### src/rtl/bxs_pkg.sv
package bxs_pkg;
  typedef enum logic [1:0] {
    XM_INC_AFTER  = 2'd0,
    XM_INC_BEFORE = 2'd1,
    XM_DEC_AFTER  = 2'd2,
    XM_DEC_BEFORE = 2'd3
  } xfer_mode_e;

  typedef enum logic [1:0] {
    SK_FULL_DESC  = 2'd0,
    SK_FULL_ASC   = 2'd1,
    SK_EMPTY_DESC = 2'd2,
    SK_EMPTY_ASC  = 2'd3
  } stack_kind_e;

  typedef enum logic [1:0] {
    ST_IDLE = 2'd0,
    ST_RUN  = 2'd1,
    ST_FIN  = 2'd2
  } seq_state_e;
endpackage

### src/rtl/bxs_mode_map.sv
module bxs_mode_map
  import bxs_pkg::*;
(
  input  logic [1:0]  mode_code,
  input  logic        use_stack,
  input  logic        is_load,
  output xfer_mode_e  mode_out
);
  always_comb begin
    if (!use_stack) begin
      mode_out = xfer_mode_e'(mode_code);
    end else begin
      unique case (stack_kind_e'(mode_code))
        SK_FULL_DESC:  mode_out = is_load ? XM_INC_AFTER  : XM_DEC_BEFORE;
        SK_FULL_ASC:   mode_out = is_load ? XM_DEC_AFTER  : XM_INC_BEFORE;
        SK_EMPTY_DESC: mode_out = is_load ? XM_INC_BEFORE : XM_DEC_AFTER;
        default:       mode_out = is_load ? XM_DEC_BEFORE : XM_INC_AFTER;
      endcase
    end
  end
endmodule

### src/rtl/bxs_span.sv
module bxs_span
  import bxs_pkg::*;
#(
  parameter int ADDR_W = 32,
  parameter int MASK_W = 16,
  parameter int STEP_B = 4,
  localparam int CNT_W = $clog2(MASK_W + 1)
) (
  input  logic [ADDR_W-1:0] base_al,
  input  logic [MASK_W-1:0] mask,
  input  xfer_mode_e        mode,
  output logic [CNT_W-1:0]  count,
  output logic [ADDR_W-1:0] first_addr,
  output logic [ADDR_W-1:0] end_base
);
  localparam int AL_W = $clog2(STEP_B);
  localparam logic [ADDR_W-1:0] STEP = ADDR_W'(STEP_B);

  logic [ADDR_W-1:0] span;

  always_comb begin
    count = '0;
    for (int i = 0; i < MASK_W; i++) begin
      count = count + CNT_W'(mask[i]);
    end
  end

  assign span = ADDR_W'(count) << AL_W;

  always_comb begin
    unique case (mode)
      XM_INC_AFTER: begin
        first_addr = base_al;
        end_base   = base_al + span;
      end
      XM_INC_BEFORE: begin
        first_addr = base_al + STEP;
        end_base   = base_al + span;
      end
      XM_DEC_AFTER: begin
        first_addr = base_al - span + STEP;
        end_base   = base_al - span;
      end
      default: begin
        first_addr = base_al - span;
        end_base   = base_al - span;
      end
    endcase
  end
endmodule

### src/rtl/bxs_picker.sv
module bxs_picker #(
  parameter int MASK_W = 16,
  localparam int IDX_W = $clog2(MASK_W)
) (
  input  logic [MASK_W-1:0] vec,
  output logic [IDX_W-1:0]  idx,
  output logic [MASK_W-1:0] onehot
);
  always_comb begin
    idx = '0;
    for (int i = MASK_W - 1; i >= 0; i--) begin
      if (vec[i]) idx = IDX_W'(i);
    end
    onehot = (vec == '0) ? '0 : (MASK_W'(1) << idx);
  end
endmodule

### src/rtl/blk_xfer_seq.sv
module blk_xfer_seq
  import bxs_pkg::*;
#(
  parameter int ADDR_W = 32,
  parameter int MASK_W = 16,
  parameter int STEP_B = 4,
  localparam int IDX_W = $clog2(MASK_W)
) (
  input  logic              clk,
  input  logic              rst_n,
  input  logic              start,
  input  logic [ADDR_W-1:0] base_addr,
  input  logic [MASK_W-1:0] reg_mask,
  input  logic [1:0]        mode_code,
  input  logic              use_stack,
  input  logic              is_load,
  input  logic              wback,
  output logic              busy,
  output logic              beat_valid,
  input  logic              beat_ready,
  output logic [IDX_W-1:0]  beat_reg,
  output logic [ADDR_W-1:0] beat_addr,
  output logic              beat_load,
  output logic              done,
  output logic              err,
  output logic              wb_en,
  output logic [ADDR_W-1:0] new_base
);
  localparam int AL_W  = $clog2(STEP_B);
  localparam int CNT_W = $clog2(MASK_W + 1);

  seq_state_e        st_q;
  xfer_mode_e        mode_sel;
  logic [ADDR_W-1:0] base_al;
  logic [CNT_W-1:0]  cnt;
  logic [ADDR_W-1:0] first_a, end_b;
  logic [MASK_W-1:0] rem_q, pick_oh, rem_next;
  logic [IDX_W-1:0]  pick_idx;
  logic [ADDR_W-1:0] addr_q, nb_q;
  logic              ld_q, wb_q, err_q;

  assign base_al = {base_addr[ADDR_W-1:AL_W], AL_W'(0)};

  bxs_mode_map u_map (
    .mode_code (mode_code),
    .use_stack (use_stack),
    .is_load   (is_load),
    .mode_out  (mode_sel)
  );

  bxs_span #(.ADDR_W(ADDR_W), .MASK_W(MASK_W), .STEP_B(STEP_B)) u_span (
    .base_al    (base_al),
    .mask       (reg_mask),
    .mode       (mode_sel),
    .count      (cnt),
    .first_addr (first_a),
    .end_base   (end_b)
  );

  bxs_picker #(.MASK_W(MASK_W)) u_pick (
    .vec    (rem_q),
    .idx    (pick_idx),
    .onehot (pick_oh)
  );

  assign rem_next = rem_q & ~pick_oh;

  always_ff @(posedge clk or negedge rst_n) begin
    if (!rst_n) begin
      st_q   <= ST_IDLE;
      rem_q  <= '0;
      addr_q <= '0;
      nb_q   <= '0;
      ld_q   <= 1'b0;
      wb_q   <= 1'b0;
      err_q  <= 1'b0;
    end else begin
      unique case (st_q)
        ST_IDLE: begin
          if (start) begin
            ld_q   <= is_load;
            err_q  <= (cnt == '0);
            wb_q   <= wback && (cnt != '0);
            nb_q   <= (wback && (cnt != '0)) ? end_b : base_al;
            rem_q  <= reg_mask;
            addr_q <= first_a;
            st_q   <= (cnt == '0) ? ST_FIN : ST_RUN;
          end
        end
        ST_RUN: begin
          if (beat_ready) begin
            rem_q  <= rem_next;
            addr_q <= addr_q + ADDR_W'(STEP_B);
            if (rem_next == '0) st_q <= ST_FIN;
          end
        end
        default: st_q <= ST_IDLE;
      endcase
    end
  end

  assign busy       = (st_q != ST_IDLE);
  assign beat_valid = (st_q == ST_RUN);
  assign beat_reg   = pick_idx;
  assign beat_addr  = addr_q;
  assign beat_load  = ld_q;
  assign done       = (st_q == ST_FIN);
  assign err        = done && err_q;
  assign wb_en      = done && wb_q;
  assign new_base   = nb_q;
endmodule

### config.mk
export PLATFORM = sky130hd
export DESIGN_NAME = blk_xfer_seq
export DESIGN_NICKNAME = d
export VERILOG_FILES = /design/src/rtl/bxs_pkg.sv /design/src/rtl/bxs_mode_map.sv /design/src/rtl/bxs_span.sv /design/src/rtl/bxs_picker.sv /design/src/rtl/blk_xfer_seq.sv
export SDC_FILE = /design/constraint.sdc
export NUM_CORES = 1
export LEC_CHECK = 0
export BUFFER_PORTS_ARGS = -buffer_cell sky130_fd_sc_hd__buf_4
export CAP_MARGIN = 5
export CELL_PAD_IN_SITES_DETAIL_PLACEMENT = 1
export CELL_PAD_IN_SITES_GLOBAL_PLACEMENT = 1
export CORE_MARGIN = 2
export CORE_UTILIZATION = 43
export CTS_BUF_LIST = sky130_fd_sc_hd__clkbuf_8
export DETAILED_ROUTE_END_ITERATION = 10
export PLACE_DENSITY_LB_ADDON = 0.25
export SETUP_SLACK_MARGIN = 0.4
export SLEW_MARGIN = 40
export SYNTH_ARGS = -nofsm -noshare
export SYNTH_HDL_FRONTEND = slang
export SYNTH_HIERARCHICAL = 1
export SYNTH_SLANG_ARGS = --single-unit
export TNS_END_PERCENT = 10
### constraint.sdc
create_clock -name clk -period 2.6 [get_ports clk]
set_input_delay 0.26 -clock clk [delete_from_list [all_inputs] [get_ports clk]]
set_output_delay 0.26 -clock clk [all_outputs]
set_load 0.03 [all_outputs]
==> results.py, run 1 <==
metrics = {
    "outcome": {
        "status": "complete, but fails checks",
        "failed_checks": "negative setup slack",
    },
    "sta": {
        "rsz0062_at_grt": "yes",
        "relSlewSlack_pct": 58.7,
        "final-hold-violation-count": 0,
        "final_max_slew_viol_count": 0,
        "setup_violations": 64,
        "worst_pin_slew_ns": 0.620,
        "finalCriticalPeriod_ns": 7.20,
        "fmax_ghz": 0.139,
        "period_share_pct": 277,
        "worst_slack_ns": -4.60,
        "clock_skew_ns": 0.0255,
    },
    "clock_tree": {
        "clk_latency_ns": 0.41,
        "cts_buffer_depth": 2,
        "cts_root_buf": "clkbuf_8",
        "path_clk_slew_ns": 0.10,
        "clock_sinks": 85,
        "tritoncts": "yes",
        "cts_buffers": 9,
        "h-tree-depth": 3,
    },
    "global_routing": {
        "grt_pass1_wl_um": 67600,
        "grt_overflow_total": 0,
        "grt_max_degree": 51,
        "grt_pass1_vias": 12300,
        "antenna_found_initial": 0,
        "track_usage_pct": 39.0,
    },
    "power_and_ir_drop": {
        "ir_drop_mv": 0.806,
        "power.switching_mw": 8.51,
        "combPwrFrac_pct": 77.4,
        "swShare_pct": 53.1,
        "leakagePower_nw": 5.96,
        "p_clk_share_pct": 6.6,
        "power.density_nw_per_um2": 1210,
        "p_int_mw": 7.51,
        "seqPwrFrac_pct": 16.0,
    },
    "die": {
        "dieArea_um2": 22200,
        "rows": 53,
        "dieWidth_um": 149,
        "core_um2": 20800,
        "die_height_um": 149,
        "ios": 131,
        "start_util_pct": 43.4,
    },
    "logic_synthesis": {
        "ys_seq_area_share_pct": 23.5,
        "synth_top_area_cell": "dfrtp_1",
        "syn_avg_cell_area_um2": 7.46,
        "synth_cells": 1212,
        "ys_seq_elements": 85,
        "netlist-cell-type-count": 85,
        "synth_edf_count": 0,
        "synth_warnings": 6,
        "synth.area.top_cells": "dfrtp_1, nand2_1, o21ai_0",
        "yosysTopAreaCellShare_pct": 23.5,
        "synthFlopType": "dfrtp_1",
        "synthArstFlopShare_pct": 100,
        "syn_area_um2": 9040,
    },
    "placement": {
        "io_buffer_count": 128,
        "hpwlAfterDp_um": 32400,
        "place_congestion": 0.998,
        "dp_cells": 1834,
        "post-place-ws_ns": -4.61,
    },
    "worst_setup_path": {
        "critPathLaunchType": "input pin",
        "critPathMaxFanout": 9,
        "end_kind": "flip-flop",
        "reg2reg_depth": 13,
        "cp.arrival_ns": 7.48,
        "cp.required_ns": 2.88,
        "crit_type": "in -> reg",
    },
    "route": {
        "drt_iter0_drc": 924,
        "vias": 11800,
        "wire_per_inst_um": 25.1,
        "vias_per_cell": 6.36,
        "antenna_left": 0,
        "drc": 0,
        "drt_first_pass_iters": 6,
        "routed_wl_um": 46600,
    },
    "layout": {
        "nets": 1673,
        "antenna_cells": 0,
        "nFillCells": 2587,
        "multiInputGateArea_um2": 6980,
        "layout.cells.non_filler": 1857,
        "drive_gt1_share_pct": 37.7,
        "area.sequential_um2": 2130,
        "syn_to_final_growth_pct": 46.1,
    },
    "worst_hold_path": {
        "holdPathStages": 3,
        "min_path_type": "in -> reg",
    },
    "job": {
        "drv_cap": 0,
    },
}
-- worst max-delay path: stages --
cell	delay, ns
buf_6	0.10
fa_1	0.49
ha_1	0.33
inv_2	0.05
fa_1	0.51
fa_1	0.55
fa_2	0.47
fa_2	0.39
fa_2	0.39
inv_2	0.10
a21oi_4	0.06
nor2_2	0.10
or2_4	0.16
inv_2	0.06
ha_4	0.15
buf_4	0.19
nor4_4	0.34
nand2_1	0.15
or3_1	0.42
a222oi_1	0.52
buf_4	0.24
nand4_1	0.18
buf_4	0.23
or3_1	0.36
a311oi_1	0.29
o31ai_1	0.12
o22ai_1	0.20
nor2_1	0.07
-- final timing paths --
kind                                   start       endpoint  slack (ns)
worst max register to register     rem_q[11]        st_q[0]       -0.13
worst min-delay path             reg_mask[8]       rem_q[8]        0.08
worst min register to register  new_base[19]   new_base[19]        0.49
min in group asynchronous              rst_n  beat_addr[24]        0.35
worst max-delay path             reg_mask[0]  beat_addr[16]       -4.60
max in group asynchronous              rst_n      rem_q[15]        1.54
-- final cells by class --
cell class	instances	share of cell area, %
Sequential cell	85	16.1
Timing Repair Buffer	434	25.4
Clock inverter	7	0.511
Multi-Input combinational cell	994	52.8
Inverter	53	1.58
Clock buffer	9	0.938
Tap cell	275	2.60
-- logic make-up (layout without fill, tap and decap cells) --
group	after synthesis	count (layout)	share of synthesized area, %
AND/OR/NAND/NOR	514	514	28.9
multiplexers	40	40	4.46
flip-flops	85	85	23.5
XOR/XNOR	80	80	7.75
buffers and inverters	136	503	6.27
other	1	4	0.0415
AO/OA/AOI/OAI	317	317	22.5
adder cells (fa/ha/maj)	39	39	6.48
-- state kept, by name, indices dropped and copies added (netlist names) --
signal	cells
beat_addr	32
beat_load	1
err_q	1
new_base	32
rem_q	16
st_q	2
wb_q	1
-- power groups by stage --
stage          Sequential (mW)  Combinational [mW]  Clock (mW)
5_1_grt                   2.62                13.0        1.10
4_1_cts                   2.52                11.2        1.06
3_3_place_gp              2.47                9.63           0
2_1_floorplan             3.30                4.80           0
6_report                  2.56                12.4        1.06
3_5_place_dp              2.53                10.2           0
-- cell usage in the layout (no fill, tap or decap), types with 10 or more instances in the layout --
| cell | n |
|---|---|
| o21ai_1 | 22 |
| dfrtp_1 | 83 |
| nand3_1 | 30 |
| a21oi_2 | 10 |
| or3_1 | 17 |
| xnor2_1 | 45 |
| nand2_1 | 149 |
| a21oi_1 | 56 |
| inv_1 | 46 |
| a21o_1 | 11 |
| xor2_1 | 29 |
| nor4_1 | 18 |
| nand4_1 | 20 |
| buf_4 | 418 |
| a211oi_1 | 10 |
| ha_1 | 18 |
| and3_1 | 14 |
| nor2_1 | 90 |
| nand2b_1 | 22 |
| buf_6 | 10 |
| nor3_2 | 16 |
| o21ai_0 | 79 |
| nor3_1 | 38 |
| o22ai_1 | 15 |
| nor2_2 | 10 |
| mux2i_1 | 38 |
| a31oi_1 | 10 |
-- synthesized netlist by cell type, types with 24 or more instances --
cell type  instances
dfrtp_1           85
inv_1             49
xor2_1            31
xnor2_1           49
nor2_1           100
nand2b_1          24
a21oi_1           68
nor3_1            49
nand2_1          154
o21ai_0          103
mux2i_1           38
nand3_1           31
clkbuf_1          51
ha_1              26
-- per-stage QoR --
stage	TNS, ns	utilization, %	cell area (um2)	hold slack (ns)	power [mW]
2_1_floorplan	-191.08	-	9140	-0.0356	8.10
3_3_place_gp	-217.96	59.5	12400	0.265	12.1
3_5_place_dp	-237.13	59.5	12400	0.270	12.7
4_1_cts	-201.73	62.4	13000	0.0813	14.7
5_1_grt	-223.58	63.4	13200	0.0964	16.7
6_report	-218.24	63.4	13200	0.0800	16.0
-- routing by layer --
metal	global-route usage, %	vias up	routed length (um)	part of all wire [%]
li1	-	5066	-	-
met1	49.1	5788	18400	40
met2	65.1	716	21600	46
met3	5.47	232	3570	7.7
met4	19.5	2	2890	6.2
met5	2.95	-	82	0.18
-- repair_timing --
action / in CTS / in global routing
buffers inserted: 3 / 2
cloned: 1 / 0
resized for setup: 94 / 49
endpoints found under the hold margin: 35 / 0
endpoints found under the setup margin: 67 / 84
pin swaps: 24 / 19
hold buffers: 1 / 0
Power figures use the tool's default switching activity.
==> run 2: changes to the inputs <==
ABC_AREA = 1   (was default)
CORE_UTILIZATION = 42   (was 43)
==> run 2 against run 1 <==
Net effect: the flow still finishes with violations (negative setup slack); largest cell class unchanged; critical path depth rose by 2; synthesized cell count up 42%; sequential share of layout area decreased by 1.1 points; setup slack improved by 1.1 ns; non-clock buffer count shrank 48; sequential power grew 10%; final cell count grew 27%; first-iteration DRC count up 29%; die area increased by 16%; global-route usage fell by 3.0 points; clock skew shrank 0.0055 ns.
==> results.py, run 2 <==
metrics = {
    "outcome": {
        "failed_checks": "negative setup slack",
        "status": "complete, but fails checks",
    },
    "clock_tree": {
        "tritoncts": "yes",
        "cts_buffers": 9,
        "path_clk_slew_ns": 0.12,
        "clk_latency_ns": 0.42,
        "cts_root_buf": "clkbuf_8",
        "clock_sinks": 85,
        "cts_buffer_depth": 2,
        "h-tree-depth": 3,
    },
    "worst_setup_path": {
        "cp.arrival_ns": 6.44,
        "cp.required_ns": 2.96,
        "slowest_delay_ns": 0.57,
        "critPathMostFrequentCell": "fa_1",
        "crit_type": "in -> reg",
        "critPathMaxFanout": 6,
        "critical_path.slowest_cell": "fa_2",
        "end_kind": "flip-flop",
        "critPathLaunchType": "input pin",
    },
    "worst_hold_path": {
        "min_path_type": "in -> reg",
    },
    "route": {
        "antenna_left": 0,
        "vias": 14000,
        "routed_wl_um": 52800,
        "drc": 0,
        "drt_first_pass_iters": 6,
        "vias_per_cell": 5.94,
        "drt_iter0_drc": 1195,
        "wire_per_inst_um": 22.3,
    },
    "job": {
        "drv_cap": 0,
    },
    "layout": {
        "antenna_cells": 0,
        "final_cell_mix": "nand2_1, buf_4, nor2_1",
        "nFillCells": 3361,
        "syn_to_final_growth_pct": 38.3,
        "final_util_pct": 58.8,
        "nets": 2134,
        "drive_gt1_share_pct": 32.8,
        "layout_commonest_cell": "nand2_1",
    },
    "logic_synthesis": {
        "ys_seq_elements": 85,
        "synth.area.top_cells": "dfrtp_1, nand2_1, nor2_1",
        "synth_cells": 1720,
        "syn_area_um2": 10200,
        "synthTopCellsByCount": "nand2_1, nor2_1, inv_1",
        "synthArstFlopShare_pct": 100,
        "synth_warnings": 6,
        "synth_edf_count": 0,
        "synthFlopType": "dfrtp_1",
        "ys_seq_area_share_pct": 20.8,
        "yosysMostFrequentCell": "nand2_1",
        "netlist-cell-type-count": 52,
        "syn_avg_cell_area_um2": 5.96,
        "yosysTopAreaCellShare_pct": 20.8,
        "synth_top_area_cell": "dfrtp_1",
    },
    "placement": {
        "hpwlAfterDp_um": 33200,
        "place_congestion": 0.977,
        "io_buffer_count": 128,
    },
    "sta": {
        "final-hold-violation-count": 0,
        "setup_tns_ns": -181.72,
        "worst_slack_ns": -3.47,
        "finalCriticalPeriod_ns": 6.07,
        "worst_pin_slew_ns": 0.758,
        "clock_skew_ns": 0.0200,
        "rsz0062_at_grt": "yes",
        "fmax_ghz": 0.165,
        "setup_violations": 65,
        "final_max_slew_viol_count": 0,
        "period_share_pct": 234,
        "relSlewSlack_pct": 49.4,
    },
    "global_routing": {
        "antenna_found_initial": 1,
        "grt_pass1_vias": 14500,
        "grt_max_degree": 45,
        "grt_pass1_wl_um": 73900,
        "grt_overflow_total": 0,
        "track_usage_pct": 36.0,
    },
    "power_and_ir_drop": {
        "p_clk_share_pct": 6.0,
        "ir_drop_mv": 0.909,
        "power.density_nw_per_um2": 1220,
        "p_int_mw": 7.28,
        "combPwrFrac_pct": 77.7,
        "power_mw": 17.2,
        "swShare_pct": 57.7,
        "power.switching_mw": 9.94,
        "seqPwrFrac_pct": 16.4,
        "leakagePower_nw": 6.88,
    },
    "die": {
        "dieArea_um2": 25700,
        "dieWidth_um": 160,
        "rows": 57,
        "die_height_um": 160,
        "ios": 131,
        "start_util_pct": 42.5,
        "core_um2": 24100,
    },
}
[run 2: critical path: cells and delay by family]
| family | cells | cell delay [ns] |
|---|---|---|
| adder cells (fa/ha/maj) | 9 | 3.77 |
| AO/OA/AOI/OAI | 2 | 0.41 |
| AND/OR/NAND/NOR | 15 | 1.66 |
| buffers and inverters | 4 | 0.31 |
[run 2: per-stage QoR]
stage,worst slack [ns],cell area (um2),instances,hold WS (ns)
2_1_floorplan,-3.12,10300,1723,-0.0356
5_1_grt,-3.62,14200,2367,0.150
3_3_place_gp,-3.59,12900,2313,0.279
4_1_cts,-3.21,13600,2357,0.148
3_5_place_dp,-3.82,12900,2313,0.287
6_report,-3.47,14200,2367,0.136
[run 2: logic make-up (layout without fill, tap and decap cells)]
group,count (synthesis),count (layout),synth area share (%)
simple gates,1013,1013,44.9
buf+inv,285,605,12.1
compound gates,271,271,14.3
flops,85,85,20.8
fa+ha+maj,39,39,5.71
xor+xnor,26,26,2.22
other cells,1,4,0.0366
[run 2: cell type report]
type                       count  area [um2]  area share, %
inverter                     203         772           5.45
sequential                    85        2130           15.0
multi-input combinational   1353        7650           54.0
tap                          324         405           2.86
timing repair buffer         386        3030           21.4
clock buffer                   9         124          0.874
clock inverter                 7        57.6          0.406
[run 2: metal layers]
layer,vias up,track usage [%],share of wire (%)
li1,6149,-,-
met1,6814,39.4,37
met2,744,65.7,49
met3,342,4.36,6.0
met4,0,23.1,8.2
met5,-,0,0
[run 2: worst paths after layout]
path	startpoint	endpoint	slack, ns	cells after the start
setup / recovery	reg_mask[0]	beat_addr[28]	-3.47	30
hold / removal	reg_mask[3]	rem_q[3]	0.14	3
setup reg to reg	rem_q[14]	st_q[1]	-0.13	25
hold reg to reg	beat_addr[0]	beat_addr[0]	0.49	2
max in group asynchronous	rst_n	new_base[3]	1.34	3
min in group asynchronous	rst_n	new_base[27]	0.37	2
[run 2: what timing repair did]
action	CTS	global route
pin swaps	43	70
resized for setup	78	166
buffers inserted	27	10
endpoints found under the hold margin	35	0
endpoints found under the setup margin	67	82
hold buffers	1	0
[run 2: power groups by stage]
stage                     sequential (mW)  combinational (mW)  clock (mW)
after detailed placement             2.76                10.6           0
after global placement               2.72                10.2           0
after floorplan                      3.55                5.69           0
after global routing                 2.91                14.2        1.09
final                                2.82                13.4        1.03
after CTS                            2.73                11.4        1.02
==> run 3: changes to the inputs <==
CORE_UTILIZATION = 28   (was 42)
==> run 3 against run 2 <==
Net effect: the run still ends with negative setup slack left; clock skew is 0.0038 ns higher; routed wire length is 15% lower; first-iteration DRC count decreased by 55%; sequential share of layout area decreased by 0.39 points; setup slack improved by 0.41 ns; total power fell by 7.5%; combinational power is 9% lower; register-to-register slack gained 0.23 ns; final cell count rose by 6.8%; clock power fell by 7%; critical endpoint is now beat_addr[16].
==> results.py, run 3 (same netlist as run 2, synthesis figures left out) <==
metrics = {
    "route": {
        "drt_iter0_drc": 543,
        "vias_per_cell": 4.97,
        "wire_per_inst_um": 17.8,
        "drc": 0,
        "antenna_left": 0,
        "routed_wl_um": 45000,
        "vias": 12600,
        "drt_first_pass_iters": 5,
    },
    "power_and_ir_drop": {
        "leakagePower_nw": 7.00,
        "swShare_pct": 55.0,
        "power.switching_mw": 8.78,
        "power_mw": 15.9,
        "p_int_mw": 7.17,
        "ir_drop_mv": 0.534,
        "seqPwrFrac_pct": 17.4,
        "combPwrFrac_pct": 76.6,
        "p_clk_share_pct": 6.0,
        "power.density_nw_per_um2": 1100,
    },
    "global_routing": {
        "grt_overflow_total": 0,
        "grt_pass1_vias": 13300,
        "antenna_found_initial": 1,
        "grt_pass1_wl_um": 70600,
        "grt_max_degree": 64,
        "track_usage_pct": 23.5,
    },
    "layout": {
        "final_cell_mix": "nand2_1, buf_4, nor2_1",
        "syn_to_final_growth_pct": 41.9,
        "stdcell_area_um2": 14500,
        "nets": 2151,
        "drive_gt1_share_pct": 32.6,
        "layout_commonest_cell": "nand2_1",
        "layout.cells.non_filler": 2529,
        "nFillCells": 4736,
    },
    "sta": {
        "period_share_pct": 218,
        "rsz0062_at_grt": "yes",
        "finalCriticalPeriod_ns": 5.66,
        "fmax_ghz": 0.177,
        "relSlewSlack_pct": 48.5,
        "clock_skew_ns": 0.0239,
        "final-hold-violation-count": 0,
        "final_max_slew_viol_count": 0,
        "worst_slack_ns": -3.06,
        "worst_pin_slew_ns": 0.771,
        "setup_violations": 64,
    },
    "placement": {
        "place_congestion": 0.915,
        "io_buffer_count": 128,
        "dp_cells": 2476,
        "hpwlAfterDp_um": 35400,
        "place_area_um2": 13300,
    },
    "worst_setup_path": {
        "end_kind": "flip-flop",
        "critPathLaunchType": "input pin",
        "slowest_delay_ns": 0.58,
        "r2r_slack_ns": 0.10,
        "critical_path.slowest_cell": "fa_2",
        "cp.required_ns": 2.94,
        "crit_type": "in -> reg",
        "critPathMaxFanout": 3,
        "critPathMostFrequentCell": "fa_1",
        "cp.arrival_ns": 6.00,
    },
    "clock_tree": {
        "cts_buffers": 9,
        "clk_latency_ns": 0.44,
        "path_clk_slew_ns": 0.11,
        "cts_buffer_depth": 2,
        "cts_root_buf": "clkbuf_8",
        "tritoncts": "yes",
        "clock_sinks": 85,
        "h-tree-depth": 3,
    },
    "job": {
        "drv_cap": 0,
    },
    "die": {
        "rows": 70,
        "core_um2": 36300,
        "ios": 131,
        "start_util_pct": 28.2,
        "die_height_um": 195,
        "dieArea_um2": 38100,
        "dieWidth_um": 195,
    },
    "worst_hold_path": {
        "min_path_type": "in -> reg",
    },
    "outcome": {
        "failed_checks": "negative setup slack",
        "status": "complete, but fails checks",
    },
}
run 3: power groups by stage:
stage	clock, mW	combinational [mW]	sequential, mW
final	0.959	12.2	2.78
after global routing	1.05	13.4	2.90
after CTS	1.01	11.3	2.76
after detailed placement	0	10.6	2.78
after global placement	0	10.3	2.76
after floorplan	0	5.69	3.55
run 3: stage by stage:
stage | worst slack [ns] | hold WS, ns | utilization, % | TNS, ns
final | -3.06 | 0.107 | 40.0 | -161.72
after global routing | -3.34 | 0.110 | 40.0 | -176.03
after CTS | -3.01 | 0.0773 | 38.4 | -158.14
after detailed placement | -3.80 | 0.365 | 36.6 | -203.90
after global placement | -3.67 | 0.359 | 36.6 | -197.08
after floorplan | -3.12 | -0.0356 | - | -159.96
run 3: area by class of cell:
| type | count | area (um2) | area share [%] |
|---|---|---|---|
| diodes | 1 | 2.50 | 0.0172 |
| clock buffers | 9 | 124 | 0.852 |
| clock inverters | 7 | 51.3 | 0.353 |
| inverters | 203 | 777 | 5.34 |
| multi-input cells | 1353 | 7620 | 52.4 |
| flip-flops and latches | 85 | 2130 | 14.7 |
| well taps | 468 | 586 | 4.03 |
| repair buffers | 403 | 3240 | 22.3 |
run 3: final timing paths:
path / start / to / cells past startpoint
max: reg_mask[1] / beat_addr[16] / 29
min: beat_ready / st_q[0] / 4
max reg2reg: rem_q[14] / st_q[1] / 25
min reg2reg: beat_load / beat_load / 2
max in group asynchronous: rst_n / rem_q[13] / 3
min in group asynchronous: rst_n / beat_addr[23] / 2
run 3: metal layers:
layer / GRT usage, % / share of wire [%]
met1: 27.6 / 42
met2: 43.7 / 52
met3: 3.23 / 2.6
met4: 7.77 / 2.9
met5: 0 / 0
run 3: repair_timing:
action,CTS,global route
pin swaps,28,60
cloned,0,1
setup buffers,20,14
hold endpoints to repair,45,0
setup endpoints to repair,67,82
hold buffers,1,0
resized for setup,94,121
run 3: worst max-delay path, delay by kind of cell:
family / cells / cell delay (ns)
AOI/OAI and AO/OA: 3 / 0.44
buffers and inverters: 6 / 0.45
adders and majority gates: 9 / 3.70
and+or+nand+nor: 11 / 1.16
